### src/rtl/gpt_pkg.sv
// Package: shared control layout and register addresses of the gated period timer.
// Assumes the control word occupies the low 9 bits of a write.
package gpt_pkg;

    localparam int ADDR_W = 2;
    localparam logic [ADDR_W-1:0] A_CTRL   = 2'd0;
    localparam logic [ADDR_W-1:0] A_PERIOD = 2'd1;
    localparam logic [ADDR_W-1:0] A_RELOAD = 2'd2;

    typedef enum logic [1:0] {
        M_OFF    = 2'd0,
        M_ONCE   = 2'd1,
        M_CONT   = 2'd2,
        M_RELOAD = 2'd3
    } gpt_mode_e;

    // Packed MSB first: pwid [8:7], clk_mode [6], inv_out [5], inv_in [4],
    // gate_en [3], src_ext [2], mode [1:0].
    typedef struct packed {
        logic [1:0] pwid;
        logic       clk_mode;
        logic       inv_out;
        logic       inv_in;
        logic       gate_en;
        logic       src_ext;
        gpt_mode_e  mode;
    } gpt_ctrl_t;

    localparam int CTRL_W = $bits(gpt_ctrl_t);

endpackage

### src/rtl/gpt_regs.sv
// Module: register bank holding control, period and reload values.
// Assumes a write strobe of one cycle; a period write wins over a reload load.
module gpt_regs
    import gpt_pkg::*;
#(
    parameter int CNT_W = 32
) (
    input  logic              clk,
    input  logic              rst_n,
    input  logic              wr_en,
    input  logic [ADDR_W-1:0] wr_addr,
    input  logic [CNT_W-1:0]  wr_data,
    input  logic              load_reload,
    output gpt_ctrl_t         ctrl,
    output logic [CNT_W-1:0]  period,
    output logic              arm
);

    logic [CNT_W-1:0] reload_q;
    logic             wr_ctrl;
    gpt_ctrl_t        new_ctrl;

    // Decode the control write and detect a start from the off mode.
    always_comb begin
        wr_ctrl  = wr_en && (wr_addr == A_CTRL);
        new_ctrl = gpt_ctrl_t'(wr_data[CTRL_W-1:0]);
        arm      = wr_ctrl && (ctrl.mode == M_OFF) && (new_ctrl.mode != M_OFF);
    end

    // Hold the control register.
    always_ff @(posedge clk) begin
        if (!rst_n)       ctrl <= '0;
        else if (wr_ctrl) ctrl <= new_ctrl;
    end

    // Hold the period, written directly or loaded from reload at a wrap.
    always_ff @(posedge clk) begin
        if (!rst_n)                                  period <= '0;
        else if (wr_en && (wr_addr == A_PERIOD))     period <= wr_data;
        else if (load_reload)                        period <= reload_q;
    end

    // Hold the reload value.
    always_ff @(posedge clk) begin
        if (!rst_n)                              reload_q <= '0;
        else if (wr_en && (wr_addr == A_RELOAD)) reload_q <= wr_data;
    end

endmodule

### src/rtl/gpt_tick.sv
// Module: builds the per-cycle count enable from the selected source.
// Assumes ext_in is asynchronous; it passes a SYNC_STAGES-flop synchroniser.
module gpt_tick
    import gpt_pkg::*;
#(
    parameter int SYNC_STAGES = 2
) (
    input  logic      clk,
    input  logic      rst_n,
    input  logic      ext_in,
    input  gpt_ctrl_t ctrl,
    output logic      tick
);

    logic [SYNC_STAGES-1:0] sync_q;
    logic                   pin_s;
    logic                   raw_prev;
    logic                   lvl_prev;
    logic                   gate_open;
    logic                   lvl;

    // Synchronise the external pin.
    generate
        if (SYNC_STAGES == 1) begin : g_one
            always_ff @(posedge clk) begin
                if (!rst_n) sync_q <= '0;
                else        sync_q <= ext_in;
            end
        end else begin : g_many
            always_ff @(posedge clk) begin
                if (!rst_n) sync_q <= '0;
                else        sync_q <= {sync_q[SYNC_STAGES-2:0], ext_in};
            end
        end
    endgenerate

    assign pin_s = sync_q[SYNC_STAGES-1];
    assign lvl   = pin_s ^ ctrl.inv_in;

    // Remember last raw and polarity-adjusted levels for edge detection.
    always_ff @(posedge clk) begin
        if (!rst_n) begin
            raw_prev <= 1'b0;
            lvl_prev <= 1'b0;
        end else begin
            raw_prev <= pin_s;
            lvl_prev <= lvl;
        end
    end

    // Open the gate on a raw rising edge, close it on a raw falling edge.
    always_ff @(posedge clk) begin
        if (!rst_n)                   gate_open <= 1'b0;
        else if (pin_s && !raw_prev)  gate_open <= 1'b1;
        else if (!pin_s && raw_prev)  gate_open <= 1'b0;
    end

    // Select the count enable for this cycle.
    always_comb begin
        if (ctrl.mode == M_OFF)  tick = 1'b0;
        else if (ctrl.src_ext)   tick = lvl && !lvl_prev;
        else if (ctrl.gate_en)   tick = gate_open;
        else                     tick = 1'b1;
    end

endmodule

### src/rtl/gpt_count.sv
// Module: the up-counter with match, wrap and the registered match strobe.
// Assumes arm has priority over a tick in the same cycle.
module gpt_count
    import gpt_pkg::*;
#(
    parameter int CNT_W = 32
) (
    input  logic             clk,
    input  logic             rst_n,
    input  logic             tick,
    input  logic             arm,
    input  gpt_mode_e        mode,
    input  logic [CNT_W-1:0] period,
    output logic [CNT_W-1:0] count,
    output logic             hit,
    output logic             wrap,
    output logic             irq
);

    logic [CNT_W-1:0] next_up;
    logic             at_per;
    logic             cont;

    // Classify the current tick as a match, a wrap or neither.
    always_comb begin
        next_up = count + 1'b1;
        at_per  = (count == period);
        cont    = (mode == M_CONT) || (mode == M_RELOAD);
        hit     = tick && !arm && !at_per && (next_up == period);
        wrap    = tick && !arm && at_per && cont;
    end

    // Advance, wrap or clear the count.
    always_ff @(posedge clk) begin
        if (!rst_n)              count <= '0;
        else if (arm)            count <= '0;
        else if (wrap)           count <= '0;
        else if (tick && !at_per) count <= next_up;
    end

    // Register the match strobe so it lines up with the count.
    always_ff @(posedge clk) begin
        if (!rst_n) irq <= 1'b0;
        else        irq <= hit;
    end

endmodule

### src/rtl/gpt_outgen.sv
// Module: produces the status bit in pulse or clock mode and the output pin.
// Assumes pulse length is counted in ticks and a new match restarts a pulse.
module gpt_outgen #(
    parameter int PW_W = 2
) (
    input  logic            clk,
    input  logic            rst_n,
    input  logic            tick,
    input  logic            hit,
    input  logic            wrap,
    input  logic            clk_mode,
    input  logic [PW_W-1:0] pwid,
    input  logic            inv_out,
    output logic            status,
    output logic            pin
);

    logic [PW_W-1:0] remain;

    // Update the status bit and the remaining pulse length.
    always_ff @(posedge clk) begin
        if (!rst_n) begin
            status <= 1'b0;
            remain <= '0;
        end else if (clk_mode) begin
            if (wrap) status <= !status;
        end else if (hit) begin
            status <= 1'b1;
            remain <= pwid;
        end else if (tick && status) begin
            if (remain == '0) status <= 1'b0;
            else              remain <= remain - 1'b1;
        end
    end

    // Apply the output polarity.
    assign pin = status ^ inv_out;

endmodule

### src/rtl/gate_period_timer.sv
// Module: top of the gated period timer; wires registers, tick, counter, output.
// Assumes one system clock and synchronous active-low reset throughout.
module gate_period_timer
    import gpt_pkg::*;
#(
    parameter int CNT_W       = 32,
    parameter int SYNC_STAGES = 2,
    parameter int PW_W        = 2
) (
    input  logic              clk,
    input  logic              rst_n,
    input  logic              wr_en,
    input  logic [ADDR_W-1:0] wr_addr,
    input  logic [CNT_W-1:0]  wr_data,
    input  logic              ext_in,
    output logic              tmr_out,
    output logic              match_irq,
    output logic              status_o,
    output logic [CNT_W-1:0]  count_o,
    output logic [CNT_W-1:0]  period_o
);

    gpt_ctrl_t  ctrl;
    logic       arm;
    logic       tick;
    logic       hit;
    logic       wrap;
    logic       load_reload;
    logic [1:0] mode_bits;
    logic       clk_mode;

    assign load_reload = wrap && (ctrl.mode == M_RELOAD);
    assign mode_bits   = ctrl.mode;
    assign clk_mode    = ctrl.clk_mode;

    gpt_regs #(.CNT_W(CNT_W)) u_regs (
        .clk(clk), .rst_n(rst_n), .wr_en(wr_en), .wr_addr(wr_addr),
        .wr_data(wr_data), .load_reload(load_reload), .ctrl(ctrl),
        .period(period_o), .arm(arm)
    );

    gpt_tick #(.SYNC_STAGES(SYNC_STAGES)) u_tick (
        .clk(clk), .rst_n(rst_n), .ext_in(ext_in), .ctrl(ctrl), .tick(tick)
    );

    gpt_count #(.CNT_W(CNT_W)) u_count (
        .clk(clk), .rst_n(rst_n), .tick(tick), .arm(arm), .mode(ctrl.mode),
        .period(period_o), .count(count_o), .hit(hit), .wrap(wrap),
        .irq(match_irq)
    );

    gpt_outgen #(.PW_W(PW_W)) u_out (
        .clk(clk), .rst_n(rst_n), .tick(tick), .hit(hit), .wrap(wrap),
        .clk_mode(ctrl.clk_mode), .pwid(ctrl.pwid[PW_W-1:0]),
        .inv_out(ctrl.inv_out), .status(status_o), .pin(tmr_out)
    );

endmodule

### config.mk
export PLATFORM = sky130hd
export DESIGN_NAME = gate_period_timer
export DESIGN_NICKNAME = d
export VERILOG_FILES = /design/src/rtl/gpt_pkg.sv /design/src/rtl/gpt_regs.sv /design/src/rtl/gpt_tick.sv /design/src/rtl/gpt_count.sv /design/src/rtl/gpt_outgen.sv /design/src/rtl/gate_period_timer.sv
export SDC_FILE = /design/constraint.sdc
export NUM_CORES = 1
export LEC_CHECK = 0
export ABC_AREA = 0
export BUFFER_PORTS_ARGS = -buffer_cell sky130_fd_sc_hd__buf_4
export CORE_MARGIN = 2
export CORE_UTILIZATION = 60
export CTS_CLUSTER_DIAMETER = 30
export DETAILED_ROUTE_END_ITERATION = 8
export PLACE_DENSITY = 0.88
export SLEW_MARGIN = 20
export SYNTH_ARGS = -nofsm -noshare
export SYNTH_HDL_FRONTEND = slang
export SYNTH_SLANG_ARGS = --single-unit
### constraint.sdc
create_clock -name clk -period 6 [get_ports clk]
set_input_delay 0 -clock clk [delete_from_list [all_inputs] [get_ports clk]]
set_output_delay 0 -clock clk [all_outputs]
set_load 0.02 [all_outputs]
==> impl_results.md <==
* Status: finished, final reports clean
* Crit path cell chain: ha_1 -> and4_1 -> or4b_1 -> nor3_2 -> xnor2_1 -> nand2_1 -> o211a_1 -> o2111ai_2 -> mux2_2 -> a211oi_1
* Worst IR Drop VDD at between 0.2 and 0.25 mV
* Largest net degree at the start of global routing at 65
* DR vias at 5877
* Busiest layer in global routing: met2
* Setup violators final at 0
* Most used DFF post-synth: dfxtp_1
* Critical path capture point type: flip-flop
* Async set-reset flop share out of synthesis at 0%
* Multi-input logic area at 3280 um^2
* Top cells by count, synth: 114 x dfxtp_1, 88 x nor2_1, 85 x nand2_1
* Clk slew on worst S/H paths at roughly 70 ps
* Initial antenna violation count at 0
* Top-area cell type share of the netlist area at 39.4%
* RSZ-0062 raised after global routing: no
* Most common cell in the synthesized netlist: dfxtp_1
* Iter 0 DRT Violations at about 350
* Diodes inserted at 0
* Max clock buf depth at 2
* Stages on worst setup path at 10
* Port-buffer cells at 104
* Post-synth EDFFs at 0
* Mapped Cells at 687
* Static leakage at 2.96 nW
* Reg power frac at 41.3%
* Share of layout cells above drive strength 1 at 19.0%
* Largest cells by area after synthesis: dfxtp_1 39%, xnor2_1 8.0%, mux2i_1 7.9%
* Cell family with the largest share of critical-path delay: simple AND/OR/NAND/NOR gates
* Clock power share at 47.9%
* Max-Slew Margin vs Limit at between 50% and 60%
* Mapped cell area at 5790 um^2
* Core area at 9280 um^2
* Comb pwr share at 10.9%
* Die Span X at 102 um
* Residual DRC count at 0
* TritonCTS clock tree: yes
* Sequential area share after synthesis at between 30% and 40%
* Layout area overhead at 29.6%
* Pre-antenna DRT Iters at 5
* GR Layer Usage met3 at under 10%
* PD cells at roughly 260 nW/um^2
* Met1 usage at ~46%
* Die ar. at about 10000 um^2
* Worst slew pin tran at about 650 ps
* Register bit total from synthesis at 114
* Total GRT Usage at ~37%
* Synth unique cells at 57
* Storage cell area at about 2300 um^2
* Critical-path top delay cell: or4b_1
* Vias/cell at 6.21
* Req. time, crit path at 6400 ps
* Fin. Hold Viols at 0
* CP Max Fanout at 11
* Post-detail-place hpwl at 11500 um
* Syn nets at 728
* Min Tclk post-route at 3580 ps
* Number of routed nets with antenna violations at 0
* Startpoint types: flip-flop
* Tcrit/Tclk final at 59.7%
* Die Ht at between 100 and 150 um
* Vias in the first global route at 5781
* Filler instances at 573
* Num rows at 35
* Final RePlAce weighted congestion at slightly below 1
* Crit Path Class: flip-flop to flip-flop
* Final wirelength at around 19000 um
* Bufs and invs on worst path at 0
* Final Net Count at 845
* Global-route wire length before repair at 29500 um
* Skew final at roughly 17 ps
* # Post-CTS Setup Buffers at 0
* Max Slew Vio Count at 0
* Clk Latency, worst-skew pair at roughly 520 ps
* Sw Share at 28.5%
* Met2 Use GR at 63.2%
* Worst hold path class: input pin to flip-flop
* Max Cap Viol at 0
* Total of warnings raised by yosys at 0
* Initial Utilization at ~62%
* Syn avg cell area at ~8.4 um^2
* Fmax at 279 MHz
* Crit path largest cell delay at 670 ps
* Clock sinks at 114
* FF-to-FF path depth at 10
* Hold depth at 4
* Setup TNS at 0 ps
* Gr ovfl total at 0
* Number of buffers created by CTS at 17
* Yosys top cell by area: dfxtp_1
* CTS root buf: clkbuf_8
* H-Tree Depth at 4
* Psw at 0.000554 W
* Io pins at roughly 110
* Wire per inst at 20.3 um
* Internal at 0.00139 W
* Pwr Total at 0.00195 W
* WP data arrival at 3980 ps
-- registers in the layout (all words and copies together), names as in the netlist --
signal / flops
u_tick.sync_q: 2
u_regs.period: 32
u_count.count: 32
u_tick.lvl_prev: 1
u_tick.raw_prev: 1
u_tick.gate_open: 1
u_count.irq: 1
u_regs.reload_q: 32
u_out.remain: 2
u_out.status: 1
u_regs.ctrl: 9
-- worst min-delay path: stages --
cell and delay, ps:
buf_4 100, and3b_2 430, nand2_1 150, a21oi_1 50
-- final timing paths --
check,endpoint,slack (ps),start
worst max-delay path,u_out.remain[1]$_SDFFE_PN0P_,2420,u_count.count[0]$_SDFFE_PP0P_
worst min-delay path,u_regs.reload_q[9]$_SDFFE_PN0P_,270,wr_addr[0]
worst max register to register,u_out.remain[1]$_SDFFE_PN0P_,2420,u_count.count[0]$_SDFFE_PP0P_
worst min register to register,u_tick.sync_q[1]$_SDFF_PN0_,460,u_tick.sync_q[0]$_SDFF_PN0_
-- placed cells by master (no fill, tap or decap), types with 5 or more instances in the layout --
cell type / netlist / layout
inv_1: 7 / 7
nor4_1: 8 / 8
o21ai_0: 13 / 13
nor3_1: 8 / 8
nor2_1: 88 / 88
xnor2_1: 53 / 53
mux2i_1: 46 / 46
xor2_1: 21 / 21
inv_6: 0 / 6
a21oi_1: 44 / 44
nand4_1: 19 / 19
nand2_1: 85 / 84
and4_1: 6 / 6
a211oi_1: 33 / 33
and2_1: 5 / 5
buf_4: 2 / 108
clkbuf_16: 0 / 16
and3_1: 6 / 6
nand3b_1: 5 / 5
or3_1: 9 / 9
dfxtp_1: 114 / 114
dlygate4sd3_1: 0 / 40
nand3_1: 15 / 15
-- cell families after synthesis --
logic type      Yosys count  share of synthesized area [%]
simple gates            278                           23.7
flops                   114                           39.4
compound gates          113                           12.8
xor+xnor                 74                           11.2
buf+inv                  58                           4.19
mux                      47                           8.14
fa+ha+maj                 3                          0.648
-- routing by layer --
metal	part of all wire (%)	vias up
met5	0	-
met2	49	345
met3	7.9	73
met4	3.3	0
met1	40	2811
li1	-	2648
-- layout make-up --
class / count / area share (%)
clock buffers: 17 / 5.52
clock inverters: 15 / 1.67
inverters: 8 / 0.400
multi-input cells: 515 / 43.7
flip-flops and latches: 114 / 30.4
well taps: 129 / 2.15
repair buffers: 148 / 16.1
-- power groups by stage --
stage | Sequential [W] | Combinational [W] | Clock [W]
after CTS | 0.000801 | 0.000202 | 0.000926
final | 0.000804 | 0.000212 | 0.000933
after global placement | 0.000816 | 0.000175 | 0
after global routing | 0.000804 | 0.000225 | 0.000969
after floorplan | 0.000823 | 0.000101 | 0
after detailed placement | 0.000818 | 0.000180 | 0
-- through the flow --
stage / worst slack (ps) / utilization, % / hold slack (ps) / std cells / area [um^2]
2_1_floorplan: 2690 / - / 118 / 687 / 5790
3_3_place_gp: 2610 / 70.7 / 212 / 874 / 6560
3_5_place_dp: 2490 / 70.7 / 212 / 874 / 6560
4_1_cts: 2470 / 80.8 / 274 / 946 / 7500
5_1_grt: 2210 / 80.8 / 285 / 946 / 7510
6_report: 2420 / 80.8 / 266 / 946 / 7510
-- timing repair --
item	4_1_cts	5_1_grt
hold endpoints to repair	77	0
setup endpoints to repair	0	0
resized for setup	0	0
hold buffers	40	0
No activity file was read; power rests on OpenSTA's default activity.
